--- config.mk ---
export PLATFORM = sky130hd
export DESIGN_NAME = i2c_target_stretch
export DESIGN_NICKNAME = d
export VERILOG_FILES = /design/src/rtl/i2c_tgt_pkg.sv /design/src/rtl/i2c_tgt_sync.sv /design/src/rtl/i2c_tgt_engine.sv /design/src/rtl/i2c_tgt_regs.sv /design/src/rtl/i2c_target_stretch.sv
export SDC_FILE = /design/constraint.sdc
export NUM_CORES = 1
export LEC_CHECK = 0
export BUFFER_PORTS_ARGS = -buffer_cell sky130_fd_sc_hd__buf_2
export CAP_MARGIN = 10
export CORE_MARGIN = 5
export CORE_UTILIZATION = 56
export CTS_CLUSTER_SIZE = 12
export DETAILED_ROUTE_END_ITERATION = 16
export PLACE_DENSITY = 0.75
export SLEW_MARGIN = 20
export SYNTH_ARGS = -nofsm -noshare
export SYNTH_HDL_FRONTEND = slang
export SYNTH_SLANG_ARGS = --single-unit
--- constraint.sdc ---
create_clock -name clk -period 2.4 [get_ports clk]
set_input_delay 0.36 -clock clk [delete_from_list [all_inputs] [get_ports clk]]
set_output_delay 0.36 -clock clk [all_outputs]
set_load 0.05 [all_outputs]
--- src/rtl/i2c_tgt_pkg.sv ---
// Package: shared register indices, event bit positions and the byte
// engine state encoding for the I2C target.
package i2c_tgt_pkg;

    localparam int REG_AW = 3;

    localparam logic [REG_AW-1:0] RI_OWN  = 3'd0;
    localparam logic [REG_AW-1:0] RI_CTRL = 3'd1;
    localparam logic [REG_AW-1:0] RI_STAT = 3'd2;
    localparam logic [REG_AW-1:0] RI_DATA = 3'd3;
    localparam logic [REG_AW-1:0] RI_MASK = 3'd4;
    localparam logic [REG_AW-1:0] RI_RAW  = 3'd5;
    localparam logic [REG_AW-1:0] RI_MIS  = 3'd6;
    localparam logic [REG_AW-1:0] RI_CFG  = 3'd7;

    localparam int EV_DATA  = 0;
    localparam int EV_START = 1;
    localparam int EV_STOP  = 2;
    localparam int EV_NUM   = 3;

    typedef enum logic [3:0] {
        TS_IDLE,
        TS_ADDR,
        TS_ADDR_ACK,
        TS_RX_BYTE,
        TS_RX_HOLD,
        TS_RX_ACK,
        TS_TX_HOLD,
        TS_TX_SETUP,
        TS_TX_BYTE,
        TS_TX_ACK
    } tgt_state_e;

endpackage

--- src/rtl/i2c_tgt_sync.sv ---
// Module: i2c_tgt_sync
// Brings SCL and SDA into the clk domain through STAGES flops and derives
// SCL edges plus START/STOP strobes from one further delayed copy.
// Assumes: lines idle high; the bus changes far slower than clk.
module i2c_tgt_sync #(
    parameter int STAGES = 2
) (
    input  logic clk,
    input  logic rst_n,
    input  logic scl_in,
    input  logic sda_in,
    output logic scl_s,
    output logic sda_s,
    output logic scl_rise,
    output logic scl_fall,
    output logic start_det,
    output logic stop_det
);
    logic [STAGES-1:0] scl_ch, sda_ch;
    logic              scl_q, sda_q;

    // Shift the raw pad levels through the synchroniser chains.
    always_ff @(posedge clk) begin
        if (!rst_n) begin
            scl_ch <= '1;
            sda_ch <= '1;
        end else begin
            scl_ch <= {scl_ch[STAGES-2:0], scl_in};
            sda_ch <= {sda_ch[STAGES-2:0], sda_in};
        end
    end

    assign scl_s = scl_ch[STAGES-1];
    assign sda_s = sda_ch[STAGES-1];

    // Keep the previous synchronised level for edge detection.
    always_ff @(posedge clk) begin
        if (!rst_n) begin
            scl_q <= 1'b1;
            sda_q <= 1'b1;
        end else begin
            scl_q <= scl_s;
            sda_q <= sda_s;
        end
    end

    assign scl_rise  = scl_s & ~scl_q;
    assign scl_fall  = ~scl_s & scl_q;
    assign start_det = scl_s & scl_q & sda_q & ~sda_s;
    assign stop_det  = scl_s & scl_q & ~sda_q & sda_s;

endmodule

--- src/rtl/i2c_tgt_engine.sv ---
// Module: i2c_tgt_engine
// Bit-level target state machine: address match, ACK, byte receive and
// transmit, and SCL stretching while the host owes a data-register access.
// Assumes: synchronised inputs and strobes from i2c_tgt_sync; host_rd and
// host_wr are single-cycle data-register strobes.
module i2c_tgt_engine
    import i2c_tgt_pkg::*;
#(
    parameter int ADDR_W    = 7,
    parameter int DATA_W    = 8,
    parameter int SETUP_CYC = 4
) (
    input  logic              clk,
    input  logic              rst_n,
    input  logic              enabled,
    input  logic [ADDR_W-1:0] own_addr,
    input  logic              sda_s,
    input  logic              scl_rise,
    input  logic              scl_fall,
    input  logic              start_det,
    input  logic              stop_det,
    input  logic              host_wr,
    input  logic              host_rd,
    input  logic [DATA_W-1:0] host_wdata,
    output logic              scl_pull,
    output logic              sda_pull,
    output logic              rx_pend,
    output logic              tx_pend,
    output logic              first_flag,
    output logic              rx_done,
    output logic              tx_need,
    output logic [DATA_W-1:0] rx_byte
);
    localparam int CNT_W = $clog2(DATA_W + 1);
    localparam int SET_W = $clog2(SETUP_CYC + 1);
    localparam logic [CNT_W-1:0] BITS_FULL = CNT_W'(DATA_W);
    localparam logic [CNT_W-1:0] BITS_LAST = CNT_W'(DATA_W - 1);
    localparam logic [SET_W-1:0] SET_LAST  = SET_W'(SETUP_CYC - 1);

    tgt_state_e        state_q;
    logic [DATA_W-1:0] shreg;
    logic [CNT_W-1:0]  bit_cnt;
    logic [SET_W-1:0]  set_cnt;
    logic              is_read;
    logic              first_pend;
    logic              acked;

    // Walk the bus protocol one synchronised SCL edge at a time.
    always_ff @(posedge clk) begin
        if (!rst_n) begin
            state_q    <= TS_IDLE;
            shreg      <= '0;
            bit_cnt    <= '0;
            set_cnt    <= '0;
            is_read    <= 1'b0;
            first_pend <= 1'b0;
            acked      <= 1'b0;
            sda_pull   <= 1'b0;
            rx_pend    <= 1'b0;
            tx_pend    <= 1'b0;
            first_flag <= 1'b0;
            rx_done    <= 1'b0;
            tx_need    <= 1'b0;
        end else begin
            rx_done <= 1'b0;
            tx_need <= 1'b0;
            if (!enabled) begin
                state_q    <= TS_IDLE;
                sda_pull   <= 1'b0;
                rx_pend    <= 1'b0;
                tx_pend    <= 1'b0;
                first_flag <= 1'b0;
            end else if (stop_det) begin
                state_q  <= TS_IDLE;
                sda_pull <= 1'b0;
            end else if (start_det) begin
                state_q  <= TS_ADDR;
                bit_cnt  <= '0;
                sda_pull <= 1'b0;
            end else begin
                unique case (state_q)
                    TS_ADDR: begin
                        if (scl_rise) begin
                            shreg   <= {shreg[DATA_W-2:0], sda_s};
                            bit_cnt <= bit_cnt + 1'b1;
                        end else if (scl_fall && bit_cnt == BITS_FULL) begin
                            if (shreg[DATA_W-1 -: ADDR_W] == own_addr) begin
                                sda_pull <= 1'b1;
                                is_read  <= shreg[0];
                                state_q  <= TS_ADDR_ACK;
                            end else begin
                                state_q <= TS_IDLE;
                            end
                        end
                    end
                    TS_ADDR_ACK: begin
                        if (scl_fall) begin
                            sda_pull <= 1'b0;
                            if (is_read) begin
                                tx_pend <= 1'b1;
                                tx_need <= 1'b1;
                                state_q <= TS_TX_HOLD;
                            end else begin
                                bit_cnt    <= '0;
                                first_pend <= 1'b1;
                                state_q    <= TS_RX_BYTE;
                            end
                        end
                    end
                    TS_RX_BYTE: begin
                        if (scl_rise) begin
                            shreg   <= {shreg[DATA_W-2:0], sda_s};
                            bit_cnt <= bit_cnt + 1'b1;
                        end else if (scl_fall && bit_cnt == BITS_FULL) begin
                            rx_done    <= 1'b1;
                            rx_pend    <= 1'b1;
                            first_flag <= first_pend;
                            first_pend <= 1'b0;
                            sda_pull   <= 1'b1;
                            state_q    <= TS_RX_HOLD;
                        end
                    end
                    TS_RX_HOLD: begin
                        if (host_rd) begin
                            rx_pend    <= 1'b0;
                            first_flag <= 1'b0;
                            state_q    <= TS_RX_ACK;
                        end
                    end
                    TS_RX_ACK: begin
                        if (scl_fall) begin
                            sda_pull <= 1'b0;
                            bit_cnt  <= '0;
                            state_q  <= TS_RX_BYTE;
                        end
                    end
                    TS_TX_HOLD: begin
                        if (host_wr) begin
                            shreg    <= host_wdata;
                            sda_pull <= ~host_wdata[DATA_W-1];
                            tx_pend  <= 1'b0;
                            set_cnt  <= '0;
                            state_q  <= TS_TX_SETUP;
                        end
                    end
                    TS_TX_SETUP: begin
                        if (set_cnt == SET_LAST) begin
                            bit_cnt <= '0;
                            state_q <= TS_TX_BYTE;
                        end else begin
                            set_cnt <= set_cnt + 1'b1;
                        end
                    end
                    TS_TX_BYTE: begin
                        if (scl_fall) begin
                            if (bit_cnt == BITS_LAST) begin
                                sda_pull <= 1'b0;
                                state_q  <= TS_TX_ACK;
                            end else begin
                                shreg    <= {shreg[DATA_W-2:0], 1'b0};
                                sda_pull <= ~shreg[DATA_W-2];
                                bit_cnt  <= bit_cnt + 1'b1;
                            end
                        end
                    end
                    TS_TX_ACK: begin
                        if (scl_rise) begin
                            acked <= ~sda_s;
                        end else if (scl_fall) begin
                            if (acked) begin
                                tx_pend <= 1'b1;
                                tx_need <= 1'b1;
                                state_q <= TS_TX_HOLD;
                            end else begin
                                state_q <= TS_IDLE;
                            end
                        end
                    end
                    default: ;
                endcase
            end
        end
    end

    assign scl_pull = (state_q == TS_RX_HOLD) || (state_q == TS_TX_HOLD) ||
                      (state_q == TS_TX_SETUP);
    assign rx_byte  = shreg;

endmodule

--- src/rtl/i2c_tgt_regs.sv ---
// Module: i2c_tgt_regs
// Host-visible registers: own address, enables, data byte, status, and the
// raw/mask/masked/clear event flags.
// Assumes: single-cycle reg_wr/reg_rd strobes; read data is combinational.
module i2c_tgt_regs
    import i2c_tgt_pkg::*;
#(
    parameter int ADDR_W = 7,
    parameter int DATA_W = 8
) (
    input  logic              clk,
    input  logic              rst_n,
    input  logic              reg_wr,
    input  logic              reg_rd,
    input  logic [REG_AW-1:0] reg_addr,
    input  logic [DATA_W-1:0] reg_wdata,
    output logic [DATA_W-1:0] reg_rdata,
    input  logic              rx_pend,
    input  logic              tx_pend,
    input  logic              first_flag,
    input  logic              rx_done,
    input  logic              tx_need,
    input  logic [DATA_W-1:0] rx_byte,
    input  logic              start_det,
    input  logic              stop_det,
    output logic [ADDR_W-1:0] own_addr,
    output logic              enabled,
    output logic              host_wr,
    output logic              host_rd,
    output logic [EV_NUM-1:0] evt_raw,
    output logic [EV_NUM-1:0] evt_mask
);
    logic              run_q;
    logic              tfe_q;
    logic [DATA_W-1:0] data_q;
    logic [EV_NUM-1:0] evt_set;
    logic [EV_NUM-1:0] raw_nxt;
    logic              clr_wr;

    assign enabled = run_q & tfe_q;
    assign host_wr = reg_wr && (reg_addr == RI_DATA);
    assign host_rd = reg_rd && (reg_addr == RI_DATA);
    assign clr_wr  = reg_wr && (reg_addr == RI_MIS);

    // Hold the configuration fields written by the host.
    always_ff @(posedge clk) begin
        if (!rst_n) begin
            own_addr <= '0;
            run_q    <= 1'b0;
            tfe_q    <= 1'b0;
            evt_mask <= '0;
        end else if (reg_wr) begin
            case (reg_addr)
                RI_OWN:  own_addr <= reg_wdata[ADDR_W-1:0];
                RI_CTRL: run_q    <= reg_wdata[0];
                RI_CFG:  tfe_q    <= reg_wdata[0];
                RI_MASK: evt_mask <= reg_wdata[EV_NUM-1:0];
                default: ;
            endcase
        end
    end

    // Data byte: bus receive or host write, whichever came last.
    always_ff @(posedge clk) begin
        if (!rst_n)       data_q <= '0;
        else if (rx_done) data_q <= rx_byte;
        else if (host_wr) data_q <= reg_wdata;
    end

    // Per-event next value: set beats clear, clear needs a 1 in its bit.
    always_comb begin
        evt_set           = '0;
        evt_set[EV_DATA]  = rx_done | tx_need;
        evt_set[EV_START] = start_det & enabled;
        evt_set[EV_STOP]  = stop_det & enabled;
        for (int i = 0; i < EV_NUM; i++) begin
            if (evt_set[i])                 raw_nxt[i] = 1'b1;
            else if (clr_wr && reg_wdata[i]) raw_nxt[i] = 1'b0;
            else                             raw_nxt[i] = evt_raw[i];
        end
    end

    // Register the raw event flags.
    always_ff @(posedge clk) begin
        if (!rst_n) evt_raw <= '0;
        else        evt_raw <= raw_nxt;
    end

    // Read multiplexer over all register indices.
    always_comb begin
        reg_rdata = '0;
        unique case (reg_addr)
            RI_OWN:  reg_rdata = DATA_W'(own_addr);
            RI_CTRL: reg_rdata = DATA_W'(run_q);
            RI_STAT: reg_rdata = DATA_W'({first_flag & rx_pend, tx_pend, rx_pend});
            RI_DATA: reg_rdata = data_q;
            RI_MASK: reg_rdata = DATA_W'(evt_mask);
            RI_RAW:  reg_rdata = DATA_W'(evt_raw);
            RI_MIS:  reg_rdata = DATA_W'(evt_raw & evt_mask);
            RI_CFG:  reg_rdata = DATA_W'(tfe_q);
            default: reg_rdata = '0;
        endcase
        if (!reg_rd && !reg_wr && reg_addr == RI_DATA) reg_rdata = data_q;
    end

endmodule

--- src/rtl/i2c_target_stretch.sv ---
// Module: i2c_target_stretch
// Top of the I2C target: synchroniser, byte engine and host registers.
// Assumes: external pull-ups; scl_pull/sda_pull drive open-drain pads.
module i2c_target_stretch
    import i2c_tgt_pkg::*;
#(
    parameter int ADDR_W      = 7,
    parameter int DATA_W      = 8,
    parameter int SYNC_STAGES = 2,
    parameter int SETUP_CYC   = 4
) (
    input  logic              clk,
    input  logic              rst_n,
    input  logic              scl_in,
    input  logic              sda_in,
    output logic              scl_pull,
    output logic              sda_pull,
    input  logic              reg_wr,
    input  logic              reg_rd,
    input  logic [REG_AW-1:0] reg_addr,
    input  logic [DATA_W-1:0] reg_wdata,
    output logic [DATA_W-1:0] reg_rdata,
    output logic              irq
);
    logic              scl_s, sda_s, scl_rise, scl_fall, start_det, stop_det;
    logic              enabled, host_wr, host_rd;
    logic              rx_pend, tx_pend, first_flag, rx_done, tx_need;
    logic [DATA_W-1:0] rx_byte;
    logic [ADDR_W-1:0] own_addr;
    logic [EV_NUM-1:0] evt_raw, evt_mask;
    logic              scl_s_unused;

    assign scl_s_unused = scl_s;

    i2c_tgt_sync #(.STAGES(SYNC_STAGES)) u_sync (
        .clk(clk), .rst_n(rst_n), .scl_in(scl_in), .sda_in(sda_in),
        .scl_s(scl_s), .sda_s(sda_s), .scl_rise(scl_rise),
        .scl_fall(scl_fall), .start_det(start_det), .stop_det(stop_det)
    );

    i2c_tgt_engine #(.ADDR_W(ADDR_W), .DATA_W(DATA_W), .SETUP_CYC(SETUP_CYC)) u_eng (
        .clk(clk), .rst_n(rst_n), .enabled(enabled), .own_addr(own_addr),
        .sda_s(sda_s), .scl_rise(scl_rise), .scl_fall(scl_fall),
        .start_det(start_det), .stop_det(stop_det), .host_wr(host_wr),
        .host_rd(host_rd), .host_wdata(reg_wdata), .scl_pull(scl_pull),
        .sda_pull(sda_pull), .rx_pend(rx_pend), .tx_pend(tx_pend),
        .first_flag(first_flag), .rx_done(rx_done), .tx_need(tx_need),
        .rx_byte(rx_byte)
    );

    i2c_tgt_regs #(.ADDR_W(ADDR_W), .DATA_W(DATA_W)) u_regs (
        .clk(clk), .rst_n(rst_n), .reg_wr(reg_wr), .reg_rd(reg_rd),
        .reg_addr(reg_addr), .reg_wdata(reg_wdata), .reg_rdata(reg_rdata),
        .rx_pend(rx_pend), .tx_pend(tx_pend), .first_flag(first_flag),
        .rx_done(rx_done), .tx_need(tx_need), .rx_byte(rx_byte),
        .start_det(start_det), .stop_det(stop_det), .own_addr(own_addr),
        .enabled(enabled), .host_wr(host_wr), .host_rd(host_rd),
        .evt_raw(evt_raw), .evt_mask(evt_mask)
    );

    // Interrupt: any flag that is both raised and unmasked.
    assign irq = |(evt_raw & evt_mask);

endmodule

### Yosys cells after proc, flatten, opt, wreduce, memory -nomap -nowiden

Index checks and enable logic that the tools add are counted.
Widths: inputs -> output; s select.

* flip-flop bits (word level): 57
* word-level logic and storage cells: 238

* add/sub/neg operators: 2
* eq/ne operators: 57
* multiplexer cells: 78
* bitwise logic cells: 26
* reductions and logical operators: 49

Operators by type and width (number)
* $mux 4: 21
* $pmux 8 s8: 1
* $mux 8: 6
* $pmux 4 s9: 1
* $mux 1: 35
* $reduce_and 14->1: 2
* $ne 3x1->1 const B: 9
* $ne 2x1->1 const B: 13
* $pmux 8 s3: 1
* $ne 3x2->1 const B: 7
* $eq 4x3->1 const B: 5
* $pmux 4 s5: 1
* $reduce_and 9->1: 2
* $ne 2x2->1 const B: 8
* $reduce_and 8->1: 2
* $reduce_bool 2->1: 7
* $eq 3x3->1 const B: 4
* $eq 4x4->1 const B: 3
* $mux 3: 4
* $not 1->1: 12
* $reduce_and 6->1: 2
* $and 1x1->1: 11
* $reduce_and 10->1: 1
* $reduce_and 2->1: 5
* 29 further kinds: 49

### Logic depth before layout (Yosys ltp)

Gate-level depths: netlist (run 1).

* depth in word-level cells: 7
* depth in mapped cells: 9

### Cells and area by module

Synthesis (run 1) repeated with hierarchy kept, for this count alone.

* cell total of the unflattened synthesis: 417
* area total of the unflattened synthesis: 3399.5 um^2

By module, submodules not included
* i2c_tgt_engine: times used 1, cells an instance 253, area an instance 1955.6 um^2
* i2c_tgt_regs: times used 1, cells an instance 146, area an instance 1239.9 um^2
* i2c_tgt_sync: times used 1, cells an instance 16, area an instance 190.2 um^2
* i2c_target_stretch: times used 1, cells an instance 2, area an instance 13.8 um^2

### Worst setup path before layout (run 1)

Ideal clock, no wire load.

* path type: input port to output port
* start: input reg_addr[0]
* end: output reg_rdata[1]
* arrival: 2173 ps
* setup slack: -133 ps
* cell stages on the path: 5
* path through: buf_2 > clkbuf_1 > o21ai_0 > a31oi_1 > o31ai_1

* word-level cells in the longest chain between the ends: 3
* elaborated cells between the ends (all ways): 11
* classes of those cells: eq/ne (7); mux (2); reduce/logical (2)

Ends and longest elaborated chain
* start, declared: line i2c_target_stretch.sv:20 `input logic [REG_AW-1:0] reg_addr,`
* $eq 3x3->1, or another cell as far along: line i2c_tgt_regs.sv:92 `unique case (reg_addr)`
* $pmux 8 s8 / $logic_and 1x1->1 (equally long branches): line i2c_tgt_regs.sv:92, i2c_tgt_regs.sv:103
* $mux 8 *: line i2c_tgt_regs.sv:103 `if (!reg_rd && !reg_wr && reg_addr == RI_DATA) reg_rdata = data_q;`
* end, declared: line i2c_target_stretch.sv:22 `output logic [DATA_W-1:0] reg_rdata,`

Mark *: on every way between the ends. The rest lies on a longest branch, timed or not.

### Final worst setup path (run 1)

* start: register u_eng.state_q[2]
* end: register u_eng.shreg[4], in the netlist u_eng.rx_byte[4]

* word-level cells in the longest chain between the ends: 4
* elaborated cells between the ends (all ways): 12
* classes of those cells: eq/ne (8); mux (1); reduce/logical (3)

Ends and longest elaborated chain
* start, declared: line i2c_tgt_engine.sv:40 `tgt_state_e state_q;`
* start signal, assigned: line i2c_tgt_engine.sv:51 `state_q <= TS_IDLE;`
* start signal, assigned: line i2c_tgt_engine.sv:68 `state_q <= TS_IDLE;`
* start signal, assigned: line i2c_tgt_engine.sv:74 `state_q <= TS_IDLE;`
* $eq 4x1->1 / $eq 4x2->1 (equally long branches): line i2c_tgt_engine.sv:81 `unique case (state_q)`
* $reduce_or 2->1 (no line)
* $ne 2x1->1 (no line) / $reduce_bool 3->1 (equally long branches)
* $reduce_and 8->1 (no line)
* end signal, assigned: line i2c_tgt_engine.sv:84 `shreg <= {shreg[DATA_W-2:0], sda_s};`
* end signal, assigned: line i2c_tgt_engine.sv:112 `shreg <= {shreg[DATA_W-2:0], sda_s};`
* end signal, assigned: line i2c_tgt_engine.sv:139 `shreg <= host_wdata;`
* end, declared: line i2c_tgt_engine.sv:41 `logic [DATA_W-1:0] shreg;`

Parallel ways exist; a longest one is shown, timed or not.
A chain may end at the register's enable or synchronous reset.

==> results summary, run 1 <==
The flow ran to the end, and the final reports show no timing, DRC or antenna violations. In this run the critical register-to-register path is captured at u_eng.rx_byte[4]$_SDFFE_PN0P_. The aggregate global-route resource usage is 25.9%. In the synthesized netlist the dominant register cell turns out to be sky130_fd_sc_hd__dfxtp_1. For hold timing, the worst endpoint is u_sync.sda_ch[0]$_SDFF_PN1_. Of all nets on the critical path, the largest fanout is 16. The number of global-route vias before repair came out at 3,095. The total leakage power is 1.41 nW. The combinational fraction of design power came out at 6.9%. The per-cell via count in the routed design came out at 6.33.

The total congestion overflow came out at 0. Detailed placement ended at an HPWL of 6500 µm. The internal power of the cells totals 1.59 mW. The highest ir drop seen on vdd came out at 0.448 mV. The slew at the pin closest to its max-slew limit came out at 0.622 ns.

The arrival time of the worst setup path is 2.44 ns. The final-report hold violation count came out at 0. The largest net degree at the start of global routing came out at 51.

The required time of the worst setup path came out at 2.63 ns. The total count of max-transition violations in the final report came to 0. CTS built an H-tree with a depth of 3. Across the run, the number of max-cap violations was 0. The power per standard cell area is 529 nW/µm².

The net count of the finished layout is 473. The area of the placeable core is 5960 µm². The worst setup path is launched from a register. The post-synthesis sequential area ratio is 33.2%.

The fraction of final layout cells with drive strength greater than 1 is 18.2%. Summed over all nets, the switching power comes to 0.477 mW. The chip height came out at 88.4 µm. 28 I/O pins were placed. STA classifies the critical path endpoint as a register.

The min-delay analysis places its worst path in the category primary input to register. The worst setup path is of the register to register kind. The count of buffers from port buffering came out at 27. The start point of the worst min-delay path is sda_in.

The initial antenna violation count is 0. The post-synthesis register bit count came out at 57. The clock network fraction of total power is 46.5%.

The remaining antenna violation count after routing is 0. The top achievable clock speed came out at 0.451 GHz. Once the floorplan was initialized, standard cells occupied 57.8% of the core. The final setup slack of the worst path came out at 0.183 ns. Synthesis produced a netlist whose cell count is 422. Counting distinct cell types in the post-synthesis netlist gives 72. Measured in cells, the most critical reg-to-reg path has a length of 7. The first TritonRoute pass finished after 6 iterations. Yosys mapped a number of flops with a built-in enable equal to 0. In the routed design, unresolved DRC markers number 0. The last weighted congestion value of the routability-driven placer is 0.958. The total number of vias is 3,360. The worst register-to-register path begins at u_eng.state_q[2]$_SDFFE_PP0P_. The routed design has 9440 µm of wire. Clock tree synthesis selected as its root buffer the cell sky130_fd_sc_hd__clkbuf_8. Compared with the post-synthesis result, the final layout area differs by 13.8%. The die footprint came out at 7810 µm². Per report_power, the sequential group accounts for 46.7% of the total.

The worst path uses 92.4% of the clock period. Synthesis produced a netlist with a net count of 443. The slack of the worst reg-to-reg path is 0.18 ns.

The number of diodes is 0. TritonCTS built the clock tree. The fraction of power spent switching nets is 23.0%. Setup repair after global routing left no endpoint under its margin. The average instance in the mapped netlist occupies 8.15 µm². For this run, the number of Yosys warnings is 0.

The worst hold path was traced through 2 stages. In this run, the number of DRC markers left after iteration 0 of detailed routing was 347. The summed negative setup slack over all endpoints came out at 0 ns. The global-route wire length before repair came out at 15,700 µm.

The clock reaches the later pin of the worst-skew pair after 0.34 ns. After floorplanning, the core was divided into 28 placement rows. The worst clock skew came out at 0.00867 ns.

The pre-CTS setup slack came out at 0.198 ns. The number of endpoints failing setup at the final stage came out at 0. The total number of clock tree sinks is 57. The routed wirelength normalized by instance count came out at 17.8 µm. The post-CTS clock slew at the launch and capture registers of the worst setup and hold paths came out at 0.07 ns. The clock period minus final worst setup slack is 2.22 ns. After synthesis, the share of flip-flops with an asynchronous set or reset is 0%. The die span in x came out at 88.4 µm.

The relative max-transition margin is 58.1%. The total clock buffers created by CTS came out at 9. The post-synthesis instance area came out at 3440 µm².

No sink is reached through more buffers than the 2 on the longest clock path. The buffer count from post-CTS setup fixing is 0.
cells by family (layout without fill, tap and decap cells):
kind of cell               Yosys count  count (layout)  synth area share (%)
AOI/OAI and AO/OA                  108             108                  22.9
adders and majority gates            4               4                  1.46
muxes                               22              22                  6.40
DFF                                 57              57                  33.2
xor gates and xnor gates             8               8                  2.04
and+or+nand+nor                    184             184                  29.0
buffers and inverters               39              73                  4.98
power groups by stage:
stage / clock, mW / combinational (mW) / sequential (mW)
after floorplan: 0 / 0.0891 / 0.985
after global placement: 0 / 0.138 / 0.987
after detailed placement: 0 / 0.139 / 0.987
after CTS: 0.977 / 0.141 / 0.966
after global routing: 1.03 / 0.154 / 0.967
final: 0.963 / 0.142 / 0.966
stage by stage:
step           util [%]  std cells  instance area (µm²)  hold slack [ns]  power [mW]
6_report           65.7        531                 3910            0.201        2.07
5_1_grt            65.7        531                 3910            0.209        2.16
4_1_cts            65.6        531                 3910            0.187        2.08
3_5_place_dp       62.0        516                 3690            0.397        1.13
3_3_place_gp       62.0        516                 3690            0.393        1.13
2_1_floorplan         -        422                 3450            0.386        1.07
per-layer routing:
metal  vias to the layer above  global-route usage [%]  wire (µm)
met5                         -                       0          0
met4                         0                    9.07        182
met3                        23                    8.19        744
met2                       164                    39.5       4340
met1                      1585                    34.7       4170
li1                       1588                       -          -
synth_stat cells, types with 3 or more instances:
library cell | instances | area (µm²)
sky130_fd_sc_hd__o31ai_1 | 4 | 30.0
sky130_fd_sc_hd__xnor2_1 | 7 | 61.3
sky130_fd_sc_hd__nor3b_1 | 10 | 75.1
sky130_fd_sc_hd__nand4_1 | 5 | 31.3
sky130_fd_sc_hd__or3_1 | 4 | 25.0
sky130_fd_sc_hd__ha_1 | 4 | 50.1
sky130_fd_sc_hd__and3_1 | 5 | 31.3
sky130_fd_sc_hd__o211ai_1 | 4 | 30.0
sky130_fd_sc_hd__a211oi_1 | 4 | 30.0
sky130_fd_sc_hd__clkbuf_1 | 14 | 52.6
sky130_fd_sc_hd__a22o_1 | 4 | 35.0
sky130_fd_sc_hd__dfxtp_1 | 57 | 1140
sky130_fd_sc_hd__nand3_1 | 14 | 70.1
sky130_fd_sc_hd__nor2_1 | 24 | 90.1
sky130_fd_sc_hd__o21ai_1 | 3 | 15.0
sky130_fd_sc_hd__a31o_1 | 3 | 26.3
sky130_fd_sc_hd__a21oi_1 | 20 | 100
sky130_fd_sc_hd__o2111ai_1 | 4 | 35.0
sky130_fd_sc_hd__a21boi_0 | 9 | 67.6
sky130_fd_sc_hd__nor3_1 | 7 | 35.0
sky130_fd_sc_hd__a21boi_1 | 4 | 30.0
sky130_fd_sc_hd__nand2_1 | 56 | 210
sky130_fd_sc_hd__inv_1 | 12 | 45.0
sky130_fd_sc_hd__buf_4 | 4 | 30.0
sky130_fd_sc_hd__o21ai_0 | 20 | 100
sky130_fd_sc_hd__nand3b_1 | 3 | 22.5
sky130_fd_sc_hd__buf_2 | 8 | 40.0
sky130_fd_sc_hd__and2_1 | 10 | 62.6
sky130_fd_sc_hd__mux2i_1 | 22 | 220
sky130_fd_sc_hd__nor2b_1 | 10 | 62.6
sky130_fd_sc_hd__a31o_2 | 4 | 35.0
sky130_fd_sc_hd__nand2b_1 | 13 | 81.3
critical path, stage by stage, from the launching register on:
cell and delay (ns):
sky130_fd_sc_hd__dfxtp_1 0.47, sky130_fd_sc_hd__buf_4 0.25, sky130_fd_sc_hd__or4b_1 0.55, sky130_fd_sc_hd__a21oi_1 0.15
sky130_fd_sc_hd__o22ai_1 0.11, sky130_fd_sc_hd__nand3_2 0.27, sky130_fd_sc_hd__nor3b_1 0.10, sky130_fd_sc_hd__a31o_2 0.22
how the worst max path moves through the flow:
stage | startpoint | to | slack [ns] | cells past startpoint
2_1_floorplan | reg_addr[0] | reg_rdata[0] | 0.14 | 6
3_3_place_gp | u_eng.state_q[3]$_SDFFE_PP0P_ | u_eng.bit_cnt[0]$_SDFFE_PN0P_ | 0.24 | 6
3_5_place_dp | u_eng.state_q[3]$_SDFFE_PP0P_ | u_eng.bit_cnt[0]$_SDFFE_PN0P_ | 0.20 | 6
4_1_cts | u_eng.state_q[3]$_SDFFE_PP0P_ | u_eng.bit_cnt[0]$_SDFFE_PN0P_ | 0.14 | 6
5_1_grt | u_eng.state_q[2]$_SDFFE_PP0P_ | u_eng.rx_byte[2]$_SDFFE_PN0P_ | 0.08 | 7
6_report | u_eng.state_q[2]$_SDFFE_PP0P_ | u_eng.rx_byte[4]$_SDFFE_PN0P_ | 0.18 | 7
placed cells by master (no fill, tap or decap), types with 9 or more instances in the layout:
cell,instances
sky130_fd_sc_hd__nand2b_1,13
sky130_fd_sc_hd__nand3_1,14
sky130_fd_sc_hd__o21ai_0,20
sky130_fd_sc_hd__nand2_1,56
sky130_fd_sc_hd__inv_1,12
sky130_fd_sc_hd__and2_1,10
sky130_fd_sc_hd__a21oi_1,20
sky130_fd_sc_hd__buf_4,19
sky130_fd_sc_hd__nor3b_1,10
sky130_fd_sc_hd__mux2i_1,22
sky130_fd_sc_hd__a21boi_0,9
sky130_fd_sc_hd__dfxtp_1,54
sky130_fd_sc_hd__buf_2,27
sky130_fd_sc_hd__nor2_1,24
sky130_fd_sc_hd__nor2b_1,10
sky130_fd_sc_hd__clkbuf_8,13
flip-flops by register name, indices dropped and copies added (netlist names):
name              cells
u_eng.bit_cnt         4
u_eng.first_pend      1
u_eng.tx_pend         1
u_sync.scl_ch         2
u_regs.run_q          1
u_eng.tx_need         1
u_eng.rx_pend         1
u_regs.evt_mask       3
u_eng.rx_byte         8
u_sync.sda_q          1
u_eng.rx_done         1
u_eng.state_q         4
u_sync.scl_q          1
u_eng.first_flag      1
u_regs.data_q         8
u_eng.is_read         1
u_eng.sda_pull        1
u_eng.acked           1
u_sync.sda_ch         2
u_regs.evt_raw        3
u_regs.own_addr       7
u_eng.set_cnt         3
u_regs.tfe_q          1
what timing repair did:
action                                  4_1_cts  5_1_grt
hold buffers                                  0        0
gates resized for setup                       0        3
endpoints found under the setup margin        0        5
cell type report:
class	count	area, µm²
fill	527	2040
timing repair buffer	46	278
clock buffer	13	179
sequential	57	1140
tap	75	93.8
inverter	12	45.0
clock inverter	2	35.0
multi-input combinational	326	2140
No activity file was read; power rests on OpenSTA's default activity.
==> run 2, diff against run 1 <==
Settings changed: PLACE_DENSITY 0.75 to 0.87.
Clock period 2.4 ns to 2.1 ns, I/O delays scaled along.
==> results summary, run 2 (same netlist as run 1, synthesis figures left out) <==
The maximum clock insertion buffer count is 2 (unchanged). The number of endpoints failing setup at the final stage is 0 (unchanged). The remaining antenna violation count after routing is 0 (unchanged). The power per standard cell area is 590 nW/µm² (+12%). The routed wirelength normalized by instance count is 17.6 µm (-1.0%). The initial core utilization came out at 57.8% (unchanged). The count of TritonRoute iterations in the first routing pass came to 6 (unchanged). The run finished with clean final reports. The final cycle utilization of the critical path came out at 94.7% (+2.4 points). The top fanout value on the critical path is 5 (-11). STA classifies the critical path endpoint as a register. The critical path is of the register to register type. The total of max-cap violations came out at 0 (unchanged). The final-report hold violation count came to 0 (unchanged). The post-detailed-route DRC marker count came out at 0 (unchanged).

The slew at the pin closest to its max-slew limit is 0.555 ns (-0.0666 ns). The clock period minus final worst setup slack is 1.99 ns (-0.227 ns). The fraction of final layout cells with drive strength greater than 1 came out at 20.8% (+2.6 points). The required time of the worst setup path is 2.39 ns (-0.24 ns).

The instance area after placement is 3830 µm² (+3.6%). The aggregate global-route resource usage came out at 26.1% (+0.17 points). In the layout the commonest cells are sky130_fd_sc_hd__nand2_1 (56), sky130_fd_sc_hd__dfxtp_1 (55), sky130_fd_sc_hd__buf_4 (31). The relative max-transition margin came out at 62.9% (+4.8 points). met2 is the most crowded layer. The global routing met3 resource utilization came out at 4.66% (-3.5 points). The total clock buffers created by CTS is 9 (unchanged). The row count is 28 (unchanged). The total congestion overflow was 0 (unchanged). The final HPWL from detailed placement is 6830 µm (+5.2%). Compared with the post-synthesis result, the final layout area differs by 18.3%. The number of global-route vias before repair came to 3,295 (+6.5%). The number of design-rule violations left by the first detailed-router iteration is 375 (+8.1%). The post-CTS clock slew at the launch and capture registers of the worst setup and hold paths is 0.07 ns (about the same). The total number of clock tree sinks is 57 (unchanged). TritonCTS built the clock tree. The met1 usage in global routing was 33.1% (-1.5 points).

The number of fill cells was 493 (-6.5%). The total number of vias came out at 3,403 (+1.3%). The clock insertion delay at the later pin of the skew report is 0.35 ns (about the same).

The slack of the worst reg-to-reg path is 0.11 ns (-0.07 ns). The total leakage power is 1.48 nW (+4.9%). The total count of max-transition violations in the final report came out at 0 (unchanged). The clock tree root buffer cell is sky130_fd_sc_hd__clkbuf_8. The H-tree depth is 3 (unchanged).

STA classifies the critical path startpoint as a register. The arrival time of the worst setup path came to 2.28 ns (-0.16 ns). The global-route wire length before repair came out at 15,900 µm (+1.5%). The kind of path behind the tightest hold check is primary input to register. The area of the placeable core came out at 5960 µm² (unchanged). The worst clock skew is 0.00624 ns (-0.00242 ns).

The count of buffers from port buffering is 27 (unchanged). The number of nets at the end of the flow was 487 (+3.0%). The chip height is 88.4 µm (unchanged). The final wirelength came out at 9600 µm (+1.8%). The count of boundary I/O pins is 28 (unchanged). The top achievable clock speed came to 0.503 GHz (+11%). The largest net degree at the start of global routing came out at 39 (-24%). The initial antenna violation count came to 0 (unchanged). The met2 routing resource usage after global routing is 42.8% (+3.3 points). The die footprint is 7810 µm² (unchanged). The last weighted congestion value of the routability-driven placer was 1.05 (+9.7%). Leaving out fill and tap cells, the most frequent cell in the layout is sky130_fd_sc_hd__nand2_1. The die span in x is 88.4 µm (unchanged). The sum of internal, switching and leakage power came out at 2.40 mW (+16%). The highest ir drop seen on vdd is 0.501 mV (+12%).

The number of diodes was 0 (unchanged). The per-cell via count in the routed design came out at 6.23 (-1.5%). The summed negative setup slack over all endpoints is 0 ns (unchanged). The final cell area excluding filler cells is 4070 µm² (+4.0%).
-- run 2: changes by cell type in the layout (fill, tap and decap cells not counted), sizes merged --
cell	before	now
clkinvlp	0	2
bufinv	1	2
buf	46	60
clkbuf	13	11
-- run 2: cell type report --
class / count / area, µm² / area share (%)
Clock inverter: 5 / 80.1 / 1.97
Tap cell: 75 / 93.8 / 2.31
Multi-Input combinational cell: 326 / 2170 / 53.2
Inverter: 12 / 45.0 / 1.11
Clock buffer: 11 / 131 / 3.23
Timing Repair Buffer: 60 / 408 / 10.0
Sequential cell: 57 / 1140 / 28.1
-- run 2: worst max-delay path, cell delays in order, from the launching register on --
cell and delay [ns]:
sky130_fd_sc_hd__dfxtp_1 0.35, sky130_fd_sc_hd__inv_1 0.07, sky130_fd_sc_hd__ha_1 0.14, sky130_fd_sc_hd__nand3b_1 0.16, sky130_fd_sc_hd__and2_1 0.21, sky130_fd_sc_hd__a211oi_2 0.32, sky130_fd_sc_hd__nand2_1 0.11, sky130_fd_sc_hd__or4_1 0.51
sky130_fd_sc_hd__nand2_1 0.07
-- run 2: through the flow --
step	setup WS, ns	utilization [%]	hold WS (ns)	instances
6_report	0.110	68.3	0.147	546
2_1_floorplan	0.0581	-	0.386	422
5_1_grt	-0.000764	68.3	0.173	546
3_5_place_dp	0.00260	64.3	0.394	530
3_3_place_gp	0.0631	64.3	0.389	530
4_1_cts	0.0489	68.0	0.145	546
-- run 2: worst paths after layout --
kind / from / to / cells past startpoint
min: scl_in / u_sync.scl_ch[0]$_SDFF_PN1_ / 2
max: u_eng.bit_cnt[0]$_SDFFE_PN0P_ / u_eng.sda_pull$_SDFFE_PP0P_ / 8
max reg2reg: u_eng.bit_cnt[0]$_SDFFE_PN0P_ / u_eng.sda_pull$_SDFFE_PP0P_ / 8
min reg2reg: u_sync.sda_ch[0]$_SDFF_PN1_ / u_sync.sda_ch[1]$_SDFF_PN1_ / 1
-- run 2: timing repair --
item | CTS | global route
pin swaps | 0 | 1
buffers inserted | 0 | 0
endpoints found under the setup margin | 2 | 16
gates resized for setup | 1 | 5
hold buffers | 0 | 0
-- run 2: layer usage --
metal | share of wire [%] | wire, µm | vias to the layer above
li1 | - | - | 1614
met1 | 42 | 4060 | 1589
met2 | 46 | 4450 | 167
met3 | 8.2 | 791 | 33
met4 | 3.2 | 306 | 0
met5 | 0 | 0 | -
-- run 2: report_power, final --
group / leakage (nW) / switching, mW / internal [mW]
Clock: 0.0995 / 0.460 / 0.666
Sequential: 0.462 / 0.0107 / 1.09
Combinational: 0.916 / 0.108 / 0.0636
==> run 3, diff against run 2 <==
Settings changed: REMOVE_ABC_BUFFERS set to 1.
==> results summary, run 3 (same netlist as run 1, synthesis figures left out) <==
The slew at the pin closest to its max-slew limit was 0.533 ns (-0.0221 ns). The aggregate global-route resource usage came out at 27.5% (+1.4 points). The total leakage power came out at 1.57 nW (+6.6%). The worst clock skew came out at 0.0128 ns (+0.00659 ns). The most frequent standard cell in the layout excluding fill and tap cells is sky130_fd_sc_hd__nand2_1. The H-tree depth came out at 3 (unchanged). The final wirelength came out at 10,100 µm (+5.6%).

The total of max-cap violations is 0 (unchanged). The global-route wire length before repair is 16,600 µm (+4.8%). The relative max-transition margin was 64.4% (+1.5 points). The per-cell via count in the routed design came out at 6.21 (-0.44%). The total count of max-transition violations in the final report came out at 0 (unchanged).

The run finished with clean final reports. The kind of path behind the tightest hold check is primary input to register. The count of hold buffers inserted by post-cts repair is 0 (unchanged). The die span in x came to 88.4 µm (unchanged).

The fraction of final layout cells with drive strength greater than 1 is 23.5% (+2.7 points). The clock tree from TritonCTS is built. The remaining antenna violation count after routing came out at 0 (unchanged). The count of boundary I/O pins came to 28 (unchanged). The initial antenna violation count came out at 0 (unchanged). The startpoint of the lowest-slack register-to-register path is u_sync.scl_q$_SDFF_PN1_. The highest ir drop seen on vdd was 0.527 mV (+5.2%). The die footprint is 7810 µm² (unchanged). The number of nets at the end of the flow is 502 (+3.1%).

The number of global-route vias before repair is 3,335 (+1.2%). The area of the placeable core is 5960 µm² (unchanged). The number of design-rule violations left by the first detailed-router iteration is 413 (+10%). The summed negative setup slack over all endpoints is 0 ns (unchanged). The arrival time of the worst setup path was 2.23 ns (-0.05 ns).

The total number of clock tree sinks is 57 (unchanged). The initial core utilization was 57.8% (unchanged). The worst register-to-register path ends at u_eng.state_q[0]$_SDFFE_PP0P_. The number of cell instances on the worst register-to-register path came to 7 (-1). The sequential cell area is 1150 µm² (+0.98%). The worst setup path startpoint is u_sync.scl_q$_SDFF_PN1_.

The routed wirelength normalized by instance count came out at 18.1 µm (+3.0%). The number of diodes is 0 (unchanged). The chip height is 88.4 µm (unchanged). The final HPWL from detailed placement is 7260 µm (+6.3%). The maximum clock insertion buffer count came out at 2 (unchanged). The top achievable clock speed came out at 0.494 GHz (-1.8%). The last weighted congestion value of the routability-driven placer is 0.998 (-5.1%). The clock period minus final worst setup slack came to 2.03 ns (+0.0365 ns). The worst setup path is captured at a register. The count of placed standard cells including taps came to 538 (+1.5%). STA classifies the critical path startpoint as a register. The endpoint of the most critical setup path is u_eng.state_q[0]$_SDFFE_PP0P_.

The count of buffers from port buffering came to 27 (unchanged). The number of standard cells in the final layout excluding fillers came out at 560 (+2.6%). The slack of the worst reg-to-reg path was 0.07 ns (-0.04 ns). The row count is 28 (unchanged). The cell sitting at the root of the clock tree is a sky130_fd_sc_hd__clkbuf_8.

The library cells used most frequently in the layout, excluding fill and tap cells, are sky130_fd_sc_hd__nand2_1 (56), sky130_fd_sc_hd__dfxtp_1 (52), sky130_fd_sc_hd__buf_4 (45). The final cycle utilization of the critical path came out at 96.5% (+1.7 points). The total number of vias came out at 3,475 (+2.1%). Relative to the synthesized area, the layout overhead comes to 23.4%. The total clock buffers created by CTS is 9 (unchanged).

The power per standard cell area is 621 nW/µm² (+5.1%). The number of endpoints failing setup at the final stage came out at 0 (unchanged). The total congestion overflow is 0 (unchanged).

The required time of the worst setup path came out at 2.30 ns (-0.09 ns). The top fanout value on the critical path came out at 7 (+2). The final-report hold violation count is 0 (unchanged). The combined area of the multi-input logic cells is 2160 µm² (-0.29%). The largest net degree at the start of global routing is 22 (-44%). The post-CTS clock slew at the launch and capture registers of the worst setup and hold paths is 0.07 ns (about the same). The post-detailed-route DRC marker count is 0 (unchanged). The worst setup path is of the register to register kind.

The count of TritonRoute iterations in the first routing pass came out at 7 (+1). Setup repair after global routing could not meet its margin everywhere. The number of fill cells came out at 461 (-6.5%). The clock insertion delay at the later pin of the skew report came out at 0.34 ns (about the same).
==> run 3: cell types whose count changed in the layout (fill, tap and decap cells not counted), moves of 2 or more <==
cell / change
sky130_fd_sc_hd__dfxtp_1: -3
sky130_fd_sc_hd__o31ai_1: +2
sky130_fd_sc_hd__clkinvlp_4: -2
sky130_fd_sc_hd__bufinv_16: +2
sky130_fd_sc_hd__dfxtp_4: +3
sky130_fd_sc_hd__buf_4: +14
sky130_fd_sc_hd__o31ai_2: -2
==> run 3: power by group <==
group          leakage [nW]  switching (mW)  total (mW)  internal (mW)
sequential            0.463          0.0107        1.10           1.09
clock                 0.127           0.457        1.36          0.905
combinational         0.985           0.107       0.172         0.0647
total                  1.57           0.575        2.63           2.06
==> run 3: how the worst min path moves through the flow <==
stage,start,end,cells after the start
finish,sda_in,u_sync.sda_ch[0]$_SDFF_PN1_,2
floorplan,u_sync.scl_ch[0]$_SDFF_PN1_,u_sync.scl_ch[1]$_SDFF_PN1_,1
global placement,u_sync.scl_ch[0]$_SDFF_PN1_,u_sync.scl_ch[1]$_SDFF_PN1_,1
CTS,sda_in,u_sync.sda_ch[0]$_SDFF_PN1_,2
detailed placement,u_sync.scl_ch[0]$_SDFF_PN1_,u_sync.scl_ch[1]$_SDFF_PN1_,1
global route,sda_in,u_sync.sda_ch[0]$_SDFF_PN1_,2
==> run 3: area by class of cell <==
class / count / share of cell area (%)
multi-input combinational: 326 / 50.9
sequential: 57 / 27.2
clock buffer: 10 / 3.01
inverter: 12 / 1.06
tap: 75 / 2.21
timing repair buffer: 75 / 12.6
clock inverter: 5 / 3.04
==> run 3: repair_timing <==
action / in CTS / in global routing
pin swaps: 0 / 5
gates resized for setup: 3 / 15
buffers inserted: 0 / 7
setup endpoints to repair: 9 / 16
cloned: 0 / 0
==> run 3: critical path: stages (launching register included) <==
cell,delay [ns]
sky130_fd_sc_hd__dfxtp_2,0.39
sky130_fd_sc_hd__nor2b_1,0.22
sky130_fd_sc_hd__buf_4,0.19
sky130_fd_sc_hd__o32ai_1,0.14
sky130_fd_sc_hd__a2111oi_4,0.28
sky130_fd_sc_hd__o211ai_2,0.24
sky130_fd_sc_hd__nor4_2,0.33
sky130_fd_sc_hd__a211oi_1,0.10
==> run 3: routing by layer <==
layer	part of all wire, %	global-route usage, %
met1	43	35.5
met2	47	44.9
met3	6.7	4.47
met4	3.4	12.8
met5	0	0
==> run 3: metrics by stage <==
stage	hold slack, ns	instance area (µm²)	power (mW)	worst slack [ns]	utilization [%]
after global routing	0.172	4240	2.72	-0.0406	71.3
after detailed placement	0.399	3860	1.30	-0.0180	64.9
after floorplan	0.386	3310	1.20	-0.153	-
after CTS	0.155	4140	2.65	0.00680	69.5
final	0.165	4240	2.63	0.0739	71.3
after global placement	0.391	3860	1.29	0.0348	64.9
